<file path="src/rtl/cmdt_pkg.sv">
package cmdt_pkg;

  typedef enum logic [1:0] {
    CMD_ACT = 2'd0,
    CMD_RD  = 2'd1,
    CMD_WR  = 2'd2,
    CMD_PRE = 2'd3
  } ddr_cmd_e;

  localparam int TW = 4;

  typedef struct packed {
    logic [TW-1:0] cl;
    logic [TW-1:0] rcd;
    logic [TW-1:0] rp;
    logic [TW-1:0] cwl;
  } speed_t;

  function automatic speed_t speed_preset(input logic [1:0] bin);
    speed_t s;
    case (bin)
      2'd0:    s = '{cl: 4'd7, rcd: 4'd7, rp: 4'd7, cwl: 4'd6};
      2'd1:    s = '{cl: 4'd8, rcd: 4'd8, rp: 4'd8, cwl: 4'd6};
      default: s = '{cl: 4'd9, rcd: 4'd9, rp: 4'd9, cwl: 4'd7};
    endcase
    return s;
  endfunction

endpackage

</file>
<file path="src/rtl/bank_timers.sv">
module bank_timers #(
  parameter int NBANK = 8,
  parameter int TW    = 4,
  localparam int BW   = $clog2(NBANK)
) (
  input  logic             clk,
  input  logic             rst,
  input  logic             ld_act,
  input  logic             ld_pre,
  input  logic [BW-1:0]    ld_bank,
  input  logic [TW-1:0]    rcd_init,
  input  logic [TW-1:0]    rp_init,
  output logic [NBANK-1:0] busy,
  output logic [NBANK-1:0] is_open
);

  for (genvar g = 0; g < NBANK; g++) begin : g_bank
    logic [TW-1:0] rcd_q;
    logic [TW-1:0] rp_q;
    logic          open_q;
    logic          hit;

    assign hit = (ld_bank == BW'(g));

    always_ff @(posedge clk) begin
      if (rst) begin
        rcd_q  <= '0;
        rp_q   <= '0;
        open_q <= 1'b0;
      end else begin
        if (hit && ld_act) begin
          rcd_q  <= rcd_init;
          open_q <= 1'b1;
        end else if (rcd_q != '0) begin
          rcd_q <= rcd_q - 1'b1;
        end
        if (hit && ld_pre) begin
          rp_q   <= rp_init;
          open_q <= 1'b0;
        end else if (rp_q != '0) begin
          rp_q <= rp_q - 1'b1;
        end
      end
    end

    assign busy[g]    = (rcd_q != '0) || (rp_q != '0);
    assign is_open[g] = open_q;
  end

endmodule

</file>
<file path="src/rtl/rate_gate.sv">
module rate_gate (
  input  logic clk,
  input  logic rst,
  input  logic fire,
  input  logic two_n,
  output logic open_o
);

  logic hold_q;

  always_ff @(posedge clk) begin
    if (rst) hold_q <= 1'b0;
    else     hold_q <= fire && two_n;
  end

  assign open_o = !hold_q;

endmodule

</file>
<file path="src/rtl/lat_pipe.sv">
module lat_pipe #(
  parameter int DEPTH = 16,
  parameter int TW    = 4
) (
  input  logic          clk,
  input  logic          rst,
  input  logic          push,
  input  logic [TW-1:0] lat,
  output logic          pulse
);

  logic [DEPTH-1:0] pipe_q;
  logic [DEPTH-1:0] inject;

  assign inject = push ? (DEPTH'(1) << lat) : '0;

  always_ff @(posedge clk) begin
    if (rst) pipe_q <= '0;
    else     pipe_q <= (pipe_q >> 1) | inject;
  end

  assign pulse = pipe_q[0];

endmodule

</file>
<file path="src/rtl/cmd_timing_gate.sv">
module cmd_timing_gate
  import cmdt_pkg::*;
#(
  parameter int NBANK = 8,
  parameter int PIPE  = 16,
  localparam int BW   = $clog2(NBANK)
) (
  input  logic          clk,
  input  logic          rst,
  input  logic [1:0]    cfg_bin,
  input  logic          cfg_cmd_2n,
  input  logic          cfg_two_dimm,
  input  logic          req_valid,
  output logic          req_ready,
  input  logic [1:0]    req_cmd,
  input  logic [BW-1:0] req_bank,
  output logic          iss_valid,
  output logic [1:0]    iss_cmd,
  output logic [BW-1:0] iss_bank,
  output logic          illegal,
  output logic          rd_data_valid,
  output logic          wr_data_valid
);

  speed_t           spd;
  ddr_cmd_e         cmd;
  logic             two_n;
  logic             gate_open;
  logic [NBANK-1:0] busy;
  logic [NBANK-1:0] is_open;
  logic             legal;
  logic             fire;
  logic             go;

  assign spd   = speed_preset(cfg_bin);
  assign cmd   = ddr_cmd_e'(req_cmd);
  assign two_n = cfg_cmd_2n || cfg_two_dimm;

  always_comb begin
    case (cmd)
      CMD_ACT: legal = !is_open[req_bank];
      CMD_RD,
      CMD_WR:  legal = is_open[req_bank];
      default: legal = 1'b1;
    endcase
  end

  assign req_ready = gate_open && !busy[req_bank];
  assign fire      = req_valid && req_ready;
  assign go        = fire && legal;

  bank_timers #(.NBANK(NBANK), .TW(TW)) u_banks (
    .clk      (clk),
    .rst      (rst),
    .ld_act   (go && cmd == CMD_ACT),
    .ld_pre   (go && cmd == CMD_PRE),
    .ld_bank  (req_bank),
    .rcd_init (TW'(spd.rcd - 1'b1)),
    .rp_init  (TW'(spd.rp - 1'b1)),
    .busy     (busy),
    .is_open  (is_open)
  );

  rate_gate u_gate (
    .clk    (clk),
    .rst    (rst),
    .fire   (fire),
    .two_n  (two_n),
    .open_o (gate_open)
  );

  lat_pipe #(.DEPTH(PIPE), .TW(TW)) u_rd_pipe (
    .clk   (clk),
    .rst   (rst),
    .push  (go && cmd == CMD_RD),
    .lat   (spd.cl),
    .pulse (rd_data_valid)
  );

  lat_pipe #(.DEPTH(PIPE), .TW(TW)) u_wr_pipe (
    .clk   (clk),
    .rst   (rst),
    .push  (go && cmd == CMD_WR),
    .lat   (spd.cwl),
    .pulse (wr_data_valid)
  );

  always_ff @(posedge clk) begin
    if (rst) begin
      iss_valid <= 1'b0;
      iss_cmd   <= 2'd0;
      iss_bank  <= '0;
      illegal   <= 1'b0;
    end else begin
      iss_valid <= go;
      illegal   <= fire && !legal;
      if (go) begin
        iss_cmd  <= req_cmd;
        iss_bank <= req_bank;
      end
    end
  end

endmodule

</file>
<file path="config.mk">
export PLATFORM = sky130hd
export DESIGN_NAME = cmd_timing_gate
export DESIGN_NICKNAME = d
export VERILOG_FILES = /design/src/rtl/cmdt_pkg.sv /design/src/rtl/bank_timers.sv /design/src/rtl/rate_gate.sv /design/src/rtl/lat_pipe.sv /design/src/rtl/cmd_timing_gate.sv
export SDC_FILE = /design/constraint.sdc
export NUM_CORES = 1
export LEC_CHECK = 0
export ABC_AREA = 1
export BUFFER_PORTS_ARGS = -buffer_cell sky130_fd_sc_hd__buf_2
export CELL_PAD_IN_SITES_DETAIL_PLACEMENT = 1
export CELL_PAD_IN_SITES_GLOBAL_PLACEMENT = 2
export CORE_MARGIN = 10
export CORE_UTILIZATION = 39
export DETAILED_ROUTE_END_ITERATION = 6
export PLACE_DENSITY = 0.93
export SYNTH_ARGS = -nofsm -noshare
export SYNTH_HDL_FRONTEND = slang
export SYNTH_SLANG_ARGS = --single-unit
</file>
<file path="constraint.sdc">
create_clock -name clk -period 3.9 [get_ports clk]
set_input_delay 0.78 -clock clk [delete_from_list [all_inputs] [get_ports clk]]
set_output_delay 0.78 -clock clk [all_outputs]
set_load 0.01 [all_outputs]
</file>
## Word-level counts from Yosys, hierarchy flattened

Index checks and enable logic that the tools add are counted.

- Add/sub/neg operators: 18
- Multipliers: 0
- Divide/modulo/power cells: 0
- Order comparisons: 1
- Equal/unequal tests: 11
- Shift-type cells: 2
- Mux-type cells: 40
- Bitwise logic cells: 2
- Reduce and logical (&&, ||, !) cells: 82

Operator list:

| kind | count |
|---|---|
| 4-bit 2-to-1 mux | 32 |
| 4-bit by 1-bit subtractor with 4-bit output (second input constant) | 18 |
| 4-bit nonzero test | 16 |
| 16-bit 2-to-1 mux | 2 |
| 15-bit by 16-bit bitwise OR with 16-bit output | 2 |
| 16-bit case mux with 2 select lines | 1 |
| 2-bit nonzero test | 16 |
| 1-bit by 4-bit left shift with 16-bit output (first input constant) | 2 |
| 1-bit logical AND | 25 |
| 2-bit OR reduction | 9 |
| 3-bit == test (second input constant) | 4 |
| 1-bit logical OR | 9 |
| 1-bit binary-select mux with 3-bit select | 2 |
| 3-bit by 2-bit == test with 1-bit output (second input constant) | 2 |
| 2-bit by 1-bit == test with 1-bit output (second input constant) | 2 |
| 2-bit == test (second input constant) | 2 |
| 1-bit logical NOT | 4 |
| 2-bit logical NOT | 2 |
| 3-bit by 4-bit less-than comparator with 1-bit output (second input constant) | 1 |
| 3-bit by 1-bit == test with 1-bit output (second input constant) | 1 |
| 3-bit logical NOT | 1 |
| 1-bit 2-to-1 mux | 2 |
| 1-bit case mux with 2 select lines | 1 |

- Register bits: 112
- Bits in latches: 0
- RAM bits: 0
- Memory bits (read-only): 0
- Bits of input ports: 12
- Output and inout port bits: 10
- Logic and storage cells: 187
- Memories kept: 0

## Logic depth before layout (Yosys ltp)

Gate-level depths: netlist of run 1.

- Depth after elaboration: 11
- Depth in mapped cells: 16
- Depth with buffers taken out: 16

## Cells and area by module

From an unflattened synthesis of run 1, not the netlist that was laid out.

- Cell total of the unflattened synthesis: 940
- Area, all modules: 6463.7 µm²

By module, submodules not included:

| module | times used | cells an instance | area an instance (µm²) | seq. area each (µm²) |
|---|---|---|---|---|
| bank_timers | 1 | 673 | 4576.9 | 1441.4 |
| lat_pipe | 2 | 77 | 595.6 | 320.3 |
| cmd_timing_gate | 1 | 109 | 661.9 | 140.1 |
| rate_gate | 1 | 4 | 33.8 | 20.0 |

## Least setup slack after synthesis of run 1

OpenSTA, ideal clock, no wires.

- Kind: input-to-reg
- Start point: in req_cmd[0]
- End point: reg u_banks.g_bank[2].rcd_q[1]
- Setup time: 0.065 ns
- Arrival time: 2.218 ns
- Required time: 3.835 ns
- Setup slack: 1.617 ns
- Stages on the path: 12
- Buffers on the path: 2
- Path through: inv_1 ha_1 clkbuf_1 nand3_1 nand3_4 inv_4 nor2_8 buf_6 nand4_1 nand2_1 nor2_1 nor2_1

- Cells in the longest elaborated chain, start to end: 7
- Elaborated cells on any way between the ends: 10
- Classes of those cells: 2 x eq/ne; 2 x mux; 6 x reduce/logical

Ends and longest elaborated chain:

| what | RTL line | text |
|---|---|---|
| start, declared | cmd_timing_gate.sv:15 | `input logic [1:0] req_cmd,` |
| 2-bit by 1-bit == test with 1-bit output or 2-bit == test (tied branches) | cmd_timing_gate.sv:40 | `case (cmd)` |
| 2-bit OR reduction | cmd_timing_gate.sv:40 |  |
| 1-bit case mux with 2 select lines | cmd_timing_gate.sv:40 |  |
| 1-bit logical AND | cmd_timing_gate.sv:50 | `assign go = fire && legal;` |
| 1-bit logical AND (*) | cmd_timing_gate.sv:55 | `.ld_act (go && cmd == CMD_ACT),` |
| 1-bit logical AND (*) | bank_timers.sv:31 | `if (hit && ld_act) begin` |
| 4-bit 2-to-1 mux or 2-bit nonzero test (tied branches) | n/a |  |
| end signal, assigned | bank_timers.sv:32 | `rcd_q <= rcd_init;` |
| end signal, assigned | bank_timers.sv:35 | `rcd_q <= rcd_q - 1'b1;` |
| end, declared | bank_timers.sv:18 | `logic [TW-1:0] rcd_q;` |

Every way passes the cells marked *; elsewhere a longest branch is shown, timed or not.
A chain may end at the register's enable or synchronous reset.

## Worst setup path after layout of run 1

- Start point: reg u_banks.g_bank[4].rcd_q[0]
- End point: out req_ready

- Cells in the longest elaborated chain, start to end: 6

Ends and longest elaborated chain:

| what | RTL line | text |
|---|---|---|
| start, declared | bank_timers.sv:18 |  |
| start signal, assigned | bank_timers.sv:32 |  |
| start signal, assigned | bank_timers.sv:35 |  |
| 4-bit nonzero test | bank_timers.sv:46 | `assign busy[g] = (rcd_q != '0) \|\| (rp_q != '0);` |
| 1-bit logical OR | bank_timers.sv:46 |  |
| 1-bit binary-select mux with 3-bit select | cmd_timing_gate.sv:48 | `assign req_ready = gate_open && !busy[req_bank];` |
| 1-bit 2-to-1 mux (implied by the code) | cmd_timing_gate.sv:48 |  |
| 1-bit logical NOT | cmd_timing_gate.sv:48 |  |
| 1-bit logical AND | cmd_timing_gate.sv:48 |  |
| end, declared | cmd_timing_gate.sv:14 | `output logic req_ready,` |

No other way between the ends. The select of a mux whose other input is x is not followed.

==> results of run 1 <==
tightest hold or removal path: cells and delay by family, from the launching register on:
family | cells | cell delay, ns
DFF | 1 | 0.30
buffers and inverters | 1 | 0.04
and+or+nand+nor | 1 | 0.03
cell usage after synthesis:
library cell	n
nand2_1	110
inv_1	107
dfxtp_1	104
nor2_1	100
a21oi_1	70
ha_1	39
nand3_1	31
xor2_1	30
nand4_1	23
inv_2	16
o21ai_1	16
clkbuf_1	14
xnor2_1	13
nor2_4	10
o21ai_0	9
nand4_2	8
or2_2	8
a22oi_1	7
nor3_1	7
nor2_2	4
nand3b_1	3
buf_1	2
nand2_2	2
nand3_2	2
nand3_4	2
o21a_1	2
a211oi_1	1
and2_1	1
buf_2	1
buf_6	1
conb_1	1
inv_4	1
nor2_8	1
nor3_2	1
how the worst max path moves through the flow:
stage / to / slack (ns) / cells past startpoint
final: req_ready / 1.02 / 11
after floorplan: u_banks.g_bank[2].rcd_q[1]$_SDFFE_PP0P_ / 1.62 / 12
after global routing: req_ready / 0.80 / 11
after CTS: req_ready / 1.03 / 11
after detailed placement: u_rd_pipe.pipe_q[5]$_SDFF_PP0_ / 1.0 / 12
after global placement: u_rd_pipe.pipe_q[5]$_SDFF_PP0_ / 1.13 / 12
state kept, by name, summed over array words and instances, names as in the netlist:
signal / cells
iss_valid: 1
u_banks.g_bank.rp_q: 32
u_gate.hold_q: 1
illegal: 1
u_wr_pipe.pipe_q: 8
u_banks.g_bank.open_q: 8
iss_cmd: 2
u_rd_pipe.pipe_q: 16
iss_bank: 3
u_banks.g_bank.rcd_q: 32
stage by stage:
stage / instance area, sq um / setup WS (ns) / utilization (%)
6_report: 6180 / 1.02 / 44.4
5_1_grt: 6180 / 0.796 / 44.3
2_1_floorplan: 5580 / 1.62 / -
4_1_cts: 6180 / 1.03 / 44.3
3_3_place_gp: 5870 / 1.13 / 42.1
3_5_place_dp: 5870 / 0.998 / 42.1
kinds of logic after synthesis:
group | count (synthesis)
DFF | 104
buffers and inverters | 142
other | 1
and+or+nand+nor | 313
adders and majority gates | 39
xor gates and xnor gates | 43
AOI/OAI and AO/OA | 105
cells in the final DEF, fill, tap and decap left out, types with 3 or more instances in the layout:
cell,synthesis,layout
nor2_1,100,100
or2_2,8,8
inv_1,107,107
buf_2,1,21
nand3b_1,3,3
nand4_2,8,8
a22oi_1,7,7
clkbuf_16,0,9
o21ai_1,16,16
a21oi_1,70,70
nand4_1,23,23
inv_2,16,16
xnor2_1,13,13
nor2_2,4,4
ha_1,39,39
nand2_1,110,110
nand3_1,31,31
dfxtp_1,104,104
nor2_4,10,10
o21ai_0,9,9
nor3_1,7,7
xor2_1,30,30
buf_4,0,5
final cells by class:
class / count / area (sq um)
Tap cell: 180 / 225
Timing Repair Buffer: 26 / 143
Clock inverter: 7 / 81.3
Clock buffer: 9 / 225
Multi-Input combinational cell: 501 / 2960
Fill cell: 1769 / 7750
Inverter: 124 / 468
Antenna cell: 1 / 2.50
Sequential cell: 104 / 2080
routing by layer:
layer	wire length, um	vias to the layer above	GRT usage, %
li1	-	2406	-
met1	6660	2299	18.3
met2	7310	47	27.3
met3	473	18	2.93
met4	275	0	5.92
met5	0	-	0
power by group through the flow:
stage	clock [mW]	combinational [mW]	sequential (mW)
after floorplan	0	1.88	1.53
after global placement	0	2.19	1.56
after detailed placement	0	2.34	1.57
after CTS	0.963	2.38	1.56
after global routing	1.01	2.73	1.59
final	0.936	2.36	1.55
==> impl_metrics.csv, run 1 <==
group,metric,value,unit
power_and_ir_drop,comb_power_share,48.6,%
placed_design,placed_cells,935,
grt,grt_start_max_net_pins,38,
drt,drt-total-wl,14700,um
grt,grt_use_total,15.6,%
synthesis,synth_cells,747,
final_layout,fin_nets,817,
clocking,cts.htree.levels,3,
die,die_w,140,um
timing,final.setup.tns,0,ns
clocking,clk_latency,0.37,ns
timing,tightest_slew,0.799,ns
timing,slew_headroom,46.7,%
worst_hold_path,min-delay-start,"u_wr_pipe.pipe_q[1]$_SDFF_PP0_",
timing,hold_violations,0,
power_and_ir_drop,sequentialPowerShare,32.1,%
timing,period_needed,2.88,ns
setup_path,rrSetupSlack,1.36,ns
setup_path,arrival,2.10,ns
worst_hold_path,hold_depth,2,
synthesis,yosys.area_share.simple,27.5,%
setup_path,rr_startpoint,"u_banks.g_bank[2].rcd_q[0]$_SDFFE_PP0P_",
drt,dr_total_vias,4770,
setup_path,startpoint,"u_banks.g_bank[4].rcd_q[0]$_SDFFE_PP0P_",
power_and_ir_drop,switching_share,42.1,%
power_and_ir_drop,power_density,784,nW/um^2
synthesis,synth_compound_area_share,9.86,%
drt,dr.pass1.iters,4,
timing,setup_viol,0,
run_status,status,"finished, final reports clean",
synthesis,synth-seq-cells,104,
job,drv_cap,0,
final_layout,drive_above_1_share,12.6,%
setup_path,start_kind,"flip-flop",
placed_design,gp_congestion,0.816,
clocking,cts-root-buf,"clkbuf_16",
die,die_area,19500,sq um
drt,routedWlPerCell,15.5,um
power_and_ir_drop,vdd_drop_max,0.000233,V
setup_path,cp-end-kind,"primary output",
drt,drtIter0Drc,240,
power_and_ir_drop,p_sw,2.04,mW
synthesis,synth_top_area_share,37.3,%
power_and_ir_drop,p_total,4.84,mW
timing,slew_viol_final,0,
clocking,cts_tree,"built",
synthesis,syn_nets,798,
timing,max_freq,348,MHz
final_layout,area_growth,10.8,%
synthesis,synth_top_family_by_area,"simple AND/OR/NAND/NOR gates",
power_and_ir_drop,p_leak,2.83,nW
die,num_rows,43,
worst_hold_path,hold_end,"u_wr_pipe.pipe_q[0]$_SDFF_PP0_",
die,core_area,13900,sq um
clocking,cts_setup_buffers,0,
clocking,ctsResizeCount,0,
drt,via_per_inst,5.01,
setup_path,reg2reg_depth,14,
final_layout,final_cells,952,
synthesis,ys_types,34,
clocking,hold_buffers,0,
clocking,cts_max_path_buffers,2,
setup_path,slowest_stage,"dfxtp_1",
synthesis,synth_fa_ha_area_share,8.74,%
grt,antenna_found_initial,1,
setup_path,path_buf_inv,2,
timing,whs,0.409,ns
synthesis,yosysWarnings,0,
power_and_ir_drop,p_int,2.81,mW
synthesis,netlist_area,5580,sq um
synthesis,synth.area.top_cells,"dfxtp_1 37%, ha_1 8.7%, nand2_1 7.4%, inv_1 7.2%, nor2_1 6.7%",
setup_path,critPathKind,"flip-flop to primary output",
worst_hold_path,holdCritPathClass,"flip-flop to flip-flop",
setup_path,path_max_fanout,4,
drt,drtAntennaViolNets,0,
setup_path,slowest_delay,0.32,ns
grt,overflow,0,
timing,rsz0062_at_grt,"false",
grt,grt_pass1_wl,25200,um
placed_design,io_buffer_count,21,
placed_design,hpwl,10600,um
die,die_height,140,um
synthesis,synthMuxAreaShare,0,%
synthesis,avgSynthCellArea,7.47,sq um
clocking,clk_pin_slew_worst_paths,0.08,ns
clocking,cts_sinks,104,
synthesis,yosysSeqAreaShare,37.3,%
setup_path,r2r_end,"u_rd_pipe.pipe_q[12]$_SDFF_PP0_",
drt,drc_errors,0,
die,ios,22,
setup_path,crit_chain,"inv_1, ha_1, nand3_1, nor2_1, nor2_1, nor2_1, nand2_1, nand2_1, nand2_1, nor2_4, buf_2",
synthesis,yosys.area_share.xor_xnor,6.75,%
setup_path,crit_family,"simple AND/OR/NAND/NOR gates",
die,start_util,40.1,%
timing,skew,0.0140,ns
setup_path,cp.required,3.12,ns
grt,grt_pass1_vias,5198,
timing,period_share,73.8,%
synthesis,synth_top_area_cell,"dfxtp_1",
clocking,numCtsBuffers,9,
power_and_ir_drop,clock_power_share,19.3,%
No activity file was read; power rests on OpenSTA's default activity.
==> inputs of run 2 (changes only) <==
- CORE_UTILIZATION: 39 -> 36
- PLACE_DENSITY: 0.93 -> 0.88
- clock period: 3.9 -> 2.78 ns (I/O delays scaled with it)
==> run 2 against run 1 <==
  * Count of clock-buffer cells in the layout stayed put
  * Sequential power increased by 41%
  * Largest cell class unchanged
  * Sequential cell count unchanged
  * Wire length is 3.4% higher
  * Clock power is 37% higher
==> impl_metrics.csv, run 2 (synthesis gave the netlist of run 1 again) <==
group,metric,value,unit
run_status,status,"finished, final reports clean",
clocking,cts_tree,"built",
grt,antenna_found_initial,0,
timing,tightest_slew,0.688,ns
die,start_util,36.7,%
die,die_w,145,um
clocking,cts_max_path_buffers,2,
final_layout,layout.cells.most_common,"nand2_1",
grt,grt_pass1_vias,5159,
drt,via_per_inst,5.04,
clocking,clk_pin_slew_worst_paths,0.08,ns
power_and_ir_drop,comb_power_share,49.6,%
die,num_rows,45,
placed_design,io_buffer_count,21,
power_and_ir_drop,sequentialPowerShare,31.8,%
setup_path,slowest_stage,"dfxtp_1",
placed_design,hpwl,11100,um
job,drv_cap,0,
clocking,clk_latency,0.36,ns
setup_path,cp.required,2.22,ns
die,die_area,20900,sq um
drt,drtIter0Drc,217,
final_layout,largestRegisters,"u_banks.g_bank.rcd_q: 32 flops, u_banks.g_bank.rp_q: 32 flops, u_rd_pipe.pipe_q: 16 flops",
worst_hold_path,holdCritPathClass,"flip-flop to flip-flop",
final_layout,area_growth,12.4,%
setup_path,start_kind,"flip-flop",
power_and_ir_drop,clock_power_share,18.6,%
timing,period_share,93.5,%
timing,hold_violations,0,
setup_path,worst_path_most_repeated_cell,"nand2_1",
grt,grt_pass1_wl,25200,um
final_layout,fin_util,41.3,%
final_layout,antenna_cells,0,
timing,skew,0.00642,ns
grt,grt_use_total,15.0,%
setup_path,path_max_fanout,4,
setup_path,cp-end-kind,"primary output",
setup_path,slowest_delay,0.31,ns
die,core_area,15200,sq um
power_and_ir_drop,p_sw,2.87,mW
drt,dr_total_vias,4876,
timing,setup_viol,0,
timing,period_needed,2.60,ns
setup_path,arrival,2.04,ns
power_and_ir_drop,vdd_drop_max,0.000423,V
clocking,numCtsBuffers,9,
power_and_ir_drop,p_int,3.99,mW
clocking,hold_buffers,0,
setup_path,crit_chain,"inv_1, ha_1, nand3_1, nor2_2, nor2_1, nor2_1, nand2_1, nand2_1, nand2_1, nor2_4, buf_2",
timing,rsz0062_at_grt,"false",
drt,drc_errors,0,
die,die_height,145,um
grt,overflow,0,
setup_path,rrSetupSlack,0.27,ns
power_and_ir_drop,p_leak,2.87,nW
clocking,cts.htree.levels,3,
drt,routedWlPerCell,15.7,um
timing,slew_viol_final,0,
drt,drtAntennaViolNets,0,
final_layout,final.fill_count,1881,
power_and_ir_drop,power_density,1090,nW/um^2
drt,dr.pass1.iters,4,
timing,slew_headroom,54.0,%
die,ios,22,
clocking,cts_sinks,104,
drt,drt-total-wl,15200,um
grt,grt_start_max_net_pins,36,
final_layout,layout_common_cells,"110 x nand2_1, 107 x inv_1, 104 x dfxtp_1",
setup_path,critPathKind,"flip-flop to primary output",
clocking,cts-root-buf,"clkbuf_16",
power_and_ir_drop,switching_share,41.9,%
timing,max_freq,385,MHz
final_layout,drive_above_1_share,13.8,%
placed_design,gp_congestion,0.820,
timing,final.setup.tns,0,ns
final_layout,fin_nets,826,
## run 2: cell types whose count changed in the layout (fill, tap and decap cells not counted)
cell	before	now
buf_4	5	11
buf_12	0	2
clkinv_4	1	3
clkinv_8	2	0
nor2_1	100	98
nor2_2	4	6
clkinvlp_4	0	1
diode_2	1	0
inv_6	2	1
nor2_4	10	11
## run 2: final cells by class
type	instances	area, sq um	share of cell area, %
well taps	188	235	3.75
flip-flops and latches	104	2080	33.2
clock buffers	9	225	3.59
repair buffers	34	228	3.63
clock inverters	7	65.1	1.04
inverters	124	468	7.46
multi-input cells	502	2970	47.4
## run 2: timing repair
item                       CTS  global route
setup endpoints to repair    0            23
buffers inserted             0             2
resized for setup            0             2
## run 2: worst paths after layout
kind / depth (start not counted) / to / startpoint
min reg2reg: 2 / u_wr_pipe.pipe_q[0]$_SDFF_PP0_ / u_wr_pipe.pipe_q[1]$_SDFF_PP0_
max: 11 / req_ready / u_banks.g_bank[7].rcd_q[0]$_SDFFE_PP0P_
max reg2reg: 14 / u_wr_pipe.pipe_q[6]$_SDFF_PP0_ / u_banks.g_bank[7].rcd_q[0]$_SDFFE_PP0P_
min: 2 / u_wr_pipe.pipe_q[0]$_SDFF_PP0_ / u_wr_pipe.pipe_q[1]$_SDFF_PP0_
## run 2: per-layer routing
layer | up-vias | global-route usage (%) | routed length (um)
met5 | - | 0 | 0
met4 | 0 | 4.63 | 237
met3 | 16 | 2.98 | 473
met2 | 50 | 26.0 | 7390
met1 | 2388 | 18.3 | 7120
li1 | 2422 | - | -
## run 2: stage by stage
step | area [sq um] | worst slack (ns) | std cells | hold slack (ns) | total power, mW
global route | 6270 | 0.0269 | 968 | 0.424 | 7.52
CTS | 6220 | 0.122 | 965 | 0.413 | 6.90
global placement | 5930 | 0.298 | 949 | 0.389 | 5.34
finish | 6270 | 0.182 | 968 | 0.407 | 6.86
detailed placement | 5930 | 0.198 | 949 | 0.400 | 5.58
floorplan | 5580 | 0.721 | 747 | 0.388 | 4.78
## run 2: critical path, delay by kind of cell, from the launching register on
| family | cells | cell delay, ns |
|---|---|---|
| AND/OR/NAND/NOR | 8 | 0.89 |
| flip-flops | 1 | 0.31 |
| buffers and inverters | 2 | 0.30 |
| adder cells (fa/ha/maj) | 1 | 0.18 |
## run 2: power groups by stage
stage                     Clock (mW)  Sequential, mW  Combinational [mW]
final                           1.28            2.18                3.41
after global routing            1.38            2.23                3.92
after CTS                       1.31            2.18                3.41
after detailed placement           0            2.21                3.38
after global placement             0            2.19                3.15
after floorplan                    0            2.15                2.63
